==> src/rtl/ssr_pkg.sv <==
package ssr_pkg;

    localparam int unsigned DATA_W_DEF = 8;

    typedef enum logic {
        LINE_SPLIT  = 1'b0,
        LINE_SHARED = 1'b1
    } line_mode_e;

    typedef struct packed {
        logic rise;
        logic fall;
    } sck_evt_t;

    function automatic logic pick_in_bit(line_mode_e mode, logic si, logic line, logic own);
        return (mode == LINE_SHARED) ? (line & own) : si;
    endfunction

endpackage

==> src/rtl/ssr_sck_edge.sv <==
module ssr_sck_edge
    import ssr_pkg::*;
(
    input  logic     clk,
    input  logic     rst,
    input  logic     sck_in,
    output sck_evt_t evt
);
    logic sck_q;

    always_ff @(posedge clk) begin
        if (rst) sck_q <= 1'b1;
        else     sck_q <= sck_in;
    end

    always_comb begin
        evt.rise = sck_in & ~sck_q;
        evt.fall = ~sck_in & sck_q;
    end
endmodule

==> src/rtl/ssr_shift_core.sv <==
module ssr_shift_core
    import ssr_pkg::*;
#(
    parameter int unsigned DATA_W = DATA_W_DEF
) (
    input  logic              clk,
    input  logic              rst,
    input  logic              en,
    input  line_mode_e        mode,
    input  logic              wr_en,
    input  logic [DATA_W-1:0] wr_data,
    input  sck_evt_t          evt,
    input  logic              si_in,
    input  logic              line_in,
    output logic [DATA_W-1:0] shreg,
    output logic              tx_bit,
    output logic              active,
    output logic              done,
    output logic              collision
);
    localparam int unsigned CNT_W = (DATA_W > 1) ? $clog2(DATA_W) : 1;
    localparam logic [CNT_W-1:0] LAST = CNT_W'(DATA_W - 1);

    logic [CNT_W-1:0] cnt;
    logic             in_bit;

    always_comb in_bit = pick_in_bit(mode, si_in, line_in, tx_bit);

    always_ff @(posedge clk) begin
        if (rst) begin
            shreg     <= '0;
            tx_bit    <= 1'b1;
            active    <= 1'b0;
            cnt       <= '0;
            done      <= 1'b0;
            collision <= 1'b0;
        end else begin
            done      <= 1'b0;
            collision <= wr_en & active;
            if (wr_en && !active) begin
                shreg  <= wr_data;
                tx_bit <= wr_data[DATA_W-1];
                cnt    <= '0;
                active <= en;
            end else if (active) begin
                if (evt.rise) begin
                    shreg <= {shreg[DATA_W-2:0], in_bit};
                    if (cnt == LAST) begin
                        active <= 1'b0;
                        done   <= 1'b1;
                        cnt    <= '0;
                    end else begin
                        cnt <= cnt + 1'b1;
                    end
                end else if (evt.fall) begin
                    tx_bit <= shreg[DATA_W-1];
                end
            end
        end
    end
endmodule

==> src/rtl/ssr_busy_track.sv <==
module ssr_busy_track (
    input  logic clk,
    input  logic rst,
    input  logic wr_en,
    input  logic busy_en,
    input  logic busy_set,
    output logic bus_busy
);
    logic flag;

    always_ff @(posedge clk) begin
        if (rst)                      flag <= 1'b0;
        else if (wr_en)               flag <= 1'b0;
        else if (busy_set && busy_en) flag <= 1'b1;
    end

    always_comb bus_busy = flag & busy_en;
endmodule

==> src/rtl/ssr_serial_shift.sv <==
module ssr_serial_shift
    import ssr_pkg::*;
#(
    parameter int unsigned DATA_W = DATA_W_DEF
) (
    input  logic              clk,
    input  logic              rst,
    input  logic              en,
    input  logic              line_shared,
    input  logic              wr_en,
    input  logic [DATA_W-1:0] wr_data,
    output logic [DATA_W-1:0] rd_data,
    input  logic              sck_in,
    input  logic              si_in,
    output logic              so_out,
    input  logic              line_in,
    output logic              line_drive_low,
    output logic              xfer_active,
    output logic              done,
    output logic              collision,
    input  logic              busy_en,
    input  logic              busy_set,
    output logic              bus_busy
);
    sck_evt_t   evt;
    line_mode_e mode;
    logic       tx_bit;

    always_comb mode = line_shared ? LINE_SHARED : LINE_SPLIT;

    ssr_sck_edge u_edge (
        .clk    (clk),
        .rst    (rst),
        .sck_in (sck_in),
        .evt    (evt)
    );

    ssr_shift_core #(.DATA_W(DATA_W)) u_core (
        .clk       (clk),
        .rst       (rst),
        .en        (en),
        .mode      (mode),
        .wr_en     (wr_en),
        .wr_data   (wr_data),
        .evt       (evt),
        .si_in     (si_in),
        .line_in   (line_in),
        .shreg     (rd_data),
        .tx_bit    (tx_bit),
        .active    (xfer_active),
        .done      (done),
        .collision (collision)
    );

    ssr_busy_track u_busy (
        .clk      (clk),
        .rst      (rst),
        .wr_en    (wr_en),
        .busy_en  (busy_en),
        .busy_set (busy_set),
        .bus_busy (bus_busy)
    );

    always_comb begin
        so_out         = (mode == LINE_SHARED) ? 1'b1 : tx_bit;
        line_drive_low = (mode == LINE_SHARED) & ~tx_bit;
    end
endmodule

==> config.mk <==
export PLATFORM = sky130hd
export DESIGN_NAME = ssr_serial_shift
export DESIGN_NICKNAME = d
export VERILOG_FILES = /design/src/rtl/ssr_pkg.sv /design/src/rtl/ssr_sck_edge.sv /design/src/rtl/ssr_shift_core.sv /design/src/rtl/ssr_busy_track.sv /design/src/rtl/ssr_serial_shift.sv
export SDC_FILE = /design/constraint.sdc
export NUM_CORES = 1
export LEC_CHECK = 0
export BUFFER_PORTS_ARGS = -buffer_cell sky130_fd_sc_hd__buf_4
export CELL_PAD_IN_SITES_DETAIL_PLACEMENT = 0
export CELL_PAD_IN_SITES_GLOBAL_PLACEMENT = 1
export CORE_MARGIN = 2
export CORE_UTILIZATION = 34
export CTS_BUF_LIST = sky130_fd_sc_hd__clkbuf_8
export CTS_CLUSTER_DIAMETER = 100
export DETAILED_ROUTE_END_ITERATION = 16
export PLACE_DENSITY_LB_ADDON = 0.25
export SLEW_MARGIN = 40
export SYNTH_ARGS = -nofsm -noshare
export SYNTH_HDL_FRONTEND = slang
export SYNTH_SLANG_ARGS = --single-unit
export TNS_END_PERCENT = 30
==> constraint.sdc <==
create_clock -name clk -period 1.64 [get_ports clk]
set_input_delay 0 -clock clk [delete_from_list [all_inputs] [get_ports clk]]
set_output_delay 0 -clock clk [all_outputs]
set_load 0.05 [all_outputs]
== After elaboration in Yosys (flattened, before gate mapping) ==
Index checks and enable logic that the tools add are counted.

* $add $sub $neg: 1
* Multiply operators: 0
* Div/mod/pow operators: 0
* Magnitude comparators: 0
* Equality and inequality tests: 2
* Shift-type cells: 0
* Muxes and demuxes: 16
* Bitwise gates (word level): 11
* Reduce and logical (&&, ||, !) cells: 12

{| class="wikitable"
|+ Operators by type and width
! operator !! number
|-
| 2-to-1 mux 8 bit || 3
|-
| 2-to-1 mux 1 bit || 12
|-
| bitwise AND 1 bit || 6
|-
| nonzero test 2 bit || 3
|-
| NOT 1 bit || 5
|-
| AND reduction 2 bit || 2
|-
| OR reduction 2 bit || 2
|-
| OR reduction 4 bit || 1
|-
| adder 3 x 1 -> 3 bit, second input constant || 1
|-
| == test 3 bit, second input constant || 1
|-
| 2-to-1 mux 3 bit || 1
|-
| AND reduction 3 bit || 1
|-
| logical AND 1 bit || 2
|-
| inequality test 2 x 1 -> 1 bit, second input constant || 1
|-
| logical NOT 1 bit || 1
|}

* Register bits: 17
* Bits in latches: 0
* Bits in writable memories: 0
* Bits in read-only memories: 0
* Input bits: 18
* Output and inout port bits: 14
* Logic and storage cells: 50
* Memories: 0

== Depth between registers and ports, before layout ==
* Depth after elaboration: 6
* Mapped depth: 5
* Depth with buffers taken out: 4

== Hierarchy ==
Synthesis repeated with hierarchy kept, for this count alone.

* Cell total of the unflattened synthesis: 84
* Area total of the unflattened synthesis: 808.3 um^2

{| class="wikitable"
|+ By module, submodules not included
! module !! instances !! cells an instance !! area an instance (um^2)
|-
| ssr_shift_core || 1 || 74 || 714.4
|-
| ssr_busy_track || 1 || 4 || 41.3
|-
| ssr_sck_edge || 1 || 4 || 40.0
|-
| ssr_serial_shift || 1 || 2 || 12.5
|}

== Worst setup path after synthesis ==
OpenSTA, ideal clock, no wires.

* Path type: flip-flop to flip-flop
* Start: register u_core.active
* End: register u_core.cnt[0]
* Library setup time: 0.079 ns
* Arrival: 1.450 ns
* Required time: 1.561 ns
* Path slack: 0.111 ns
* Cell stages (with the launch flop): 4
* Buffers on the path: 0
* Period minus slack after synthesis: 1.529 ns
* Path through: dfxtp_1 -> nand3b_2 -> or3_1 -> a211oi_2

* Word-level cells in the longest chain between the ends: 3

{| class="wikitable"
|+ Ends and longest elaborated chain
! what !! line !! RTL
|-
| from (decl) || ssr_shift_core.sv:17 || <nowiki>output logic active,</nowiki>
|-
| from (signal assigned) || ssr_shift_core.sv:44 || <nowiki>active <= en;</nowiki>
|-
| logical NOT 1 bit || ssr_shift_core.sv:40 || <nowiki>if (wr_en && !active) begin</nowiki>
|-
| logical AND 1 bit || ssr_shift_core.sv:40 ||
|-
| OR reduction 2 bit (no line) || - ||
|-
| to (signal assigned) || ssr_shift_core.sv:53 || <nowiki>cnt <= cnt + 1'b1;</nowiki>
|-
| to (decl) || ssr_shift_core.sv:24 || <nowiki>logic [CNT_W-1:0] cnt;</nowiki>
|}

Several ways; a longest one is shown, not always the timed one.
A chain may end at the register's enable or synchronous reset.

== Worst setup path after layout ==
* Start: register u_core.active
* End: register u_core.cnt[1]

Same word-level chain as after synthesis.

==> qor.txt <==
CLOCKING
----------------------------------------------------------------------------------
Cts-stage hold buffer count                                                      3
Clock H-tree levels                                                              1
Quantity of gates resized following cts                                          0
Sinks on the clock net                                                          17
Cell at the root of the clock tree                                        clkbuf_8
Num CTS Buffers                                                                  3
Clock buffer depth                                                               2
# Post-CTS Setup Buffers                                                         0
Source-to-sink clock delay at the later pin of the worst-skew pair         0.25 ns
CTS tree                                                                       yes
Clock transition at path regs                                              0.07 ns

WORST SETUP PATH
----------------------------------------------------------------------------------
CP Launch Type                                                                flop
CP max FO                                                                       12
Sequence of cells on the critical path                                and3b_1 -> mux2i_1 -> nor3_1
Family of cells with the greatest summed delay on the critical path   simple AND/OR/NAND/NOR gates
Worst Path Buf+Inv                                                               0
Worst setup path class                                                     reg2reg
Type of element capturing the critical path                                   flop
Setup slack of the worst register-to-register path                         0.23 ns
Standard cell with the maximum stage delay on the critical path            and3b_1
CP Data Arrival Time                                                       1.54 ns
WP data required                                                           1.77 ns
Crit path largest cell delay                                               0.54 ns

DETAILED ROUTING
----------------------------------------------------------------------------------
Length of the first detailed-routing pass in iterations                          3
Via count of the routed design                                                 700
Initial DRC count                                                                3
Wire length reported by the detailed router                                1.77 mm
Routed wirelength normalized by instance count                             12.9 um
Vias per cell                                                                 5.11
Total DRC errors in the routed layout                                            0
Number of nets with antenna violations after routing                             0

SYNTHESIS
----------------------------------------------------------------------------------
Total standard cell area after synthesis                                 734 sq um
Distinct cell type count of the synthesized netlist                             28
Yosys warning count                                                              0
Sequential fraction of the synthesis area                                    46.3%
Syn_nets                                                                        98
Gate count after technology mapping                                             78
Syn avg cell area                                                       9.42 sq um
Number of register bits inferred by synthesis                                   17

GLOBAL ROUTING
----------------------------------------------------------------------------------
Initial antenna violation count                                                  0
Vias in the first global route                                                 681
Global-route wire length before repair                                     3.02 mm
Global-route total usage across every layer                                  15.9%
Overflow left after global routing                                               0
Maximum number of pins on one net before global-route repair                    18

JOB
----------------------------------------------------------------------------------
Max-cap violation count                                                          0

TIMING
----------------------------------------------------------------------------------
Max frequency                                                              709 MHz
Transition time at the pin with the least slew margin                     0.530 ns
Setup repair after global routing missed its margin                             no
Final setup vio count                                                            0
Period utilization                                                           86.0%
Final hold vios                                                                  0
Total count of max-transition violations in the final report                     0
Least setup slack across all paths after layout                           0.230 ns
Worst slew margin                                                            64.7%
Clock skew after layout                                                 0.00162 ns
Setup TNS                                                                     0 ns
Final period demand of the worst path                                      1.41 ns
Minimum hold slack                                                       0.0315 ns

LAYOUT
----------------------------------------------------------------------------------
Final std cell area, no fill                                            1040 sq um
Register Area                                                            340 sq um
Final Net Count                                                                131
Combined area of the multi-input logic cells                             358 sq um
Antenna cells                                                                    0
Ratio of cells with drive above 1 in the final layout                        35.5%
FILL cells                                                                     212
Area growth from synthesis to layout                                         41.6%
Final Util                                                                   51.9%
Number of non-filler instances in the completed layout                         137
Top library cells by usage in the layout, fill and taps aside         31 x buf_4, 17 x dfxtp_1, 9 x a21oi_1, 7 x a22oi_1, 7 x nand3_1
Most common cell after layout, fill and taps aside                           buf_4

POWER
----------------------------------------------------------------------------------
Peak supply drop                                                          0.438 mV
Power consumption                                                         0.950 mW
P per Cell Area                                                        914 nW/um^2
Leakage power figure                                                      0.449 nW

FLOORPLAN
----------------------------------------------------------------------------------
Number of core rows                                                             16
Area of the core                                                        2000 sq um
Starting density of the core                                                 36.7%
Number of top-level pins                                                        32
Vertical extent of the die                                                 50.5 um
Die Outline Area                                                        2550 sq um
Die width                                                                  50.5 um

PLACED DESIGN
----------------------------------------------------------------------------------
RePlAce Congestion                                                           0.683
Placed cell count                                                              130
PortBufs                                                                        31
Detailed placement HPWL                                                    1.24 mm
Total cell area at the placement stage                                   965 sq um
Place WS                                                                  0.231 ns

RUN STATUS
----------------------------------------------------------------------------------
Run status                                                            complete, no violations

HOLD PATH
----------------------------------------------------------------------------------
Class of the tightest hold or removal check                                 in2reg

## cells by family (layout without fill, tap and decap cells)
kind of cell    Yosys count  count (layout)  share of synthesized area [%]
simple gates             30              30                           23.5
compound gates           21              21                           19.1
flops                    17              17                           46.3
buf+inv                   6              38                           4.94
fa+ha+maj                 2               2                           3.41
mux                       2               2                           2.73
## final timing paths
path / from / to / depth (start not counted)
worst max register to register: u_core.active / u_core.cnt[1] / 3
worst min register to register: u_core.shreg[7] / u_core.shreg[7] / 2
worst max-delay path: u_core.active / u_core.cnt[1] / 3
worst min-delay path: wr_data[0] / u_core.shreg[0] / 3
## worst register-to-register path, stage by stage (launching register included)
cell     delay (ns)
dfxtp_1        0.44
and3b_1        0.54
mux2i_1        0.26
nor3_1         0.06
## synthesized netlist by cell type
| cell | number | area (sq um) |
|---|---|---|
| clkbuf_1 | 2 | 7.51 |
| nor3_1 | 3 | 15.0 |
| and2_1 | 1 | 6.26 |
| nor3_2 | 1 | 10.0 |
| a311oi_1 | 1 | 8.76 |
| nand3b_2 | 1 | 11.3 |
| or2_2 | 2 | 12.5 |
| nor2_1 | 3 | 11.3 |
| nor2b_1 | 2 | 12.5 |
| buf_2 | 2 | 10.0 |
| a221oi_1 | 1 | 8.76 |
| dfxtp_1 | 17 | 340 |
| o21ai_0 | 1 | 5.00 |
| and3b_1 | 2 | 17.5 |
| nand2b_1 | 1 | 6.26 |
| nand2_1 | 4 | 15.0 |
| nand3_1 | 7 | 35.0 |
| or3_1 | 1 | 6.26 |
| a211oi_1 | 1 | 7.51 |
| buf_4 | 1 | 7.51 |
| a211oi_2 | 1 | 12.5 |
| nor4_1 | 1 | 6.26 |
| a22oi_1 | 7 | 52.6 |
| mux2i_1 | 2 | 20.0 |
| and2b_1 | 1 | 7.51 |
| a21oi_1 | 9 | 45.0 |
| buf_6 | 1 | 11.3 |
| ha_1 | 2 | 25.0 |
## power by group
part	internal [mW]	switching (mW)	total, mW	leakage [nW]
Sequential	0.433	0.0166	0.449	0.139
Combinational	0.0783	0.115	0.193	0.283
Clock	0.166	0.142	0.308	0.0269
Total	0.677	0.273	0.950	0.449
## flip-flops by register name (all words and copies together), names as in the netlist
| signal | flops |
|---|---|
| u_core.cnt | 3 |
| u_core.tx_bit | 1 |
| u_core.collision | 1 |
| u_busy.flag | 1 |
| u_core.shreg | 8 |
| u_core.active | 1 |
| u_edge.sck_q | 1 |
| u_core.done | 1 |
## layer usage
layer | GRT usage, % | vias up | part of all wire, %
met4 | 9.46 | 0 | 1.6
met2 | 25.9 | 23 | 45
li1 | - | 351 | -
met5 | 0 | - | 0
met3 | 4.46 | 4 | 7.8
met1 | 18.6 | 322 | 45
## area by class of cell
class	instances	share of cell area, %
Clock buffer	3	3.97
Clock inverter	1	0.361
Tap cell	27	3.25
Sequential cell	17	32.7
Multi-Input combinational cell	55	34.4
Timing Repair Buffer	34	25.3
Power figures use the tool's default switching activity.
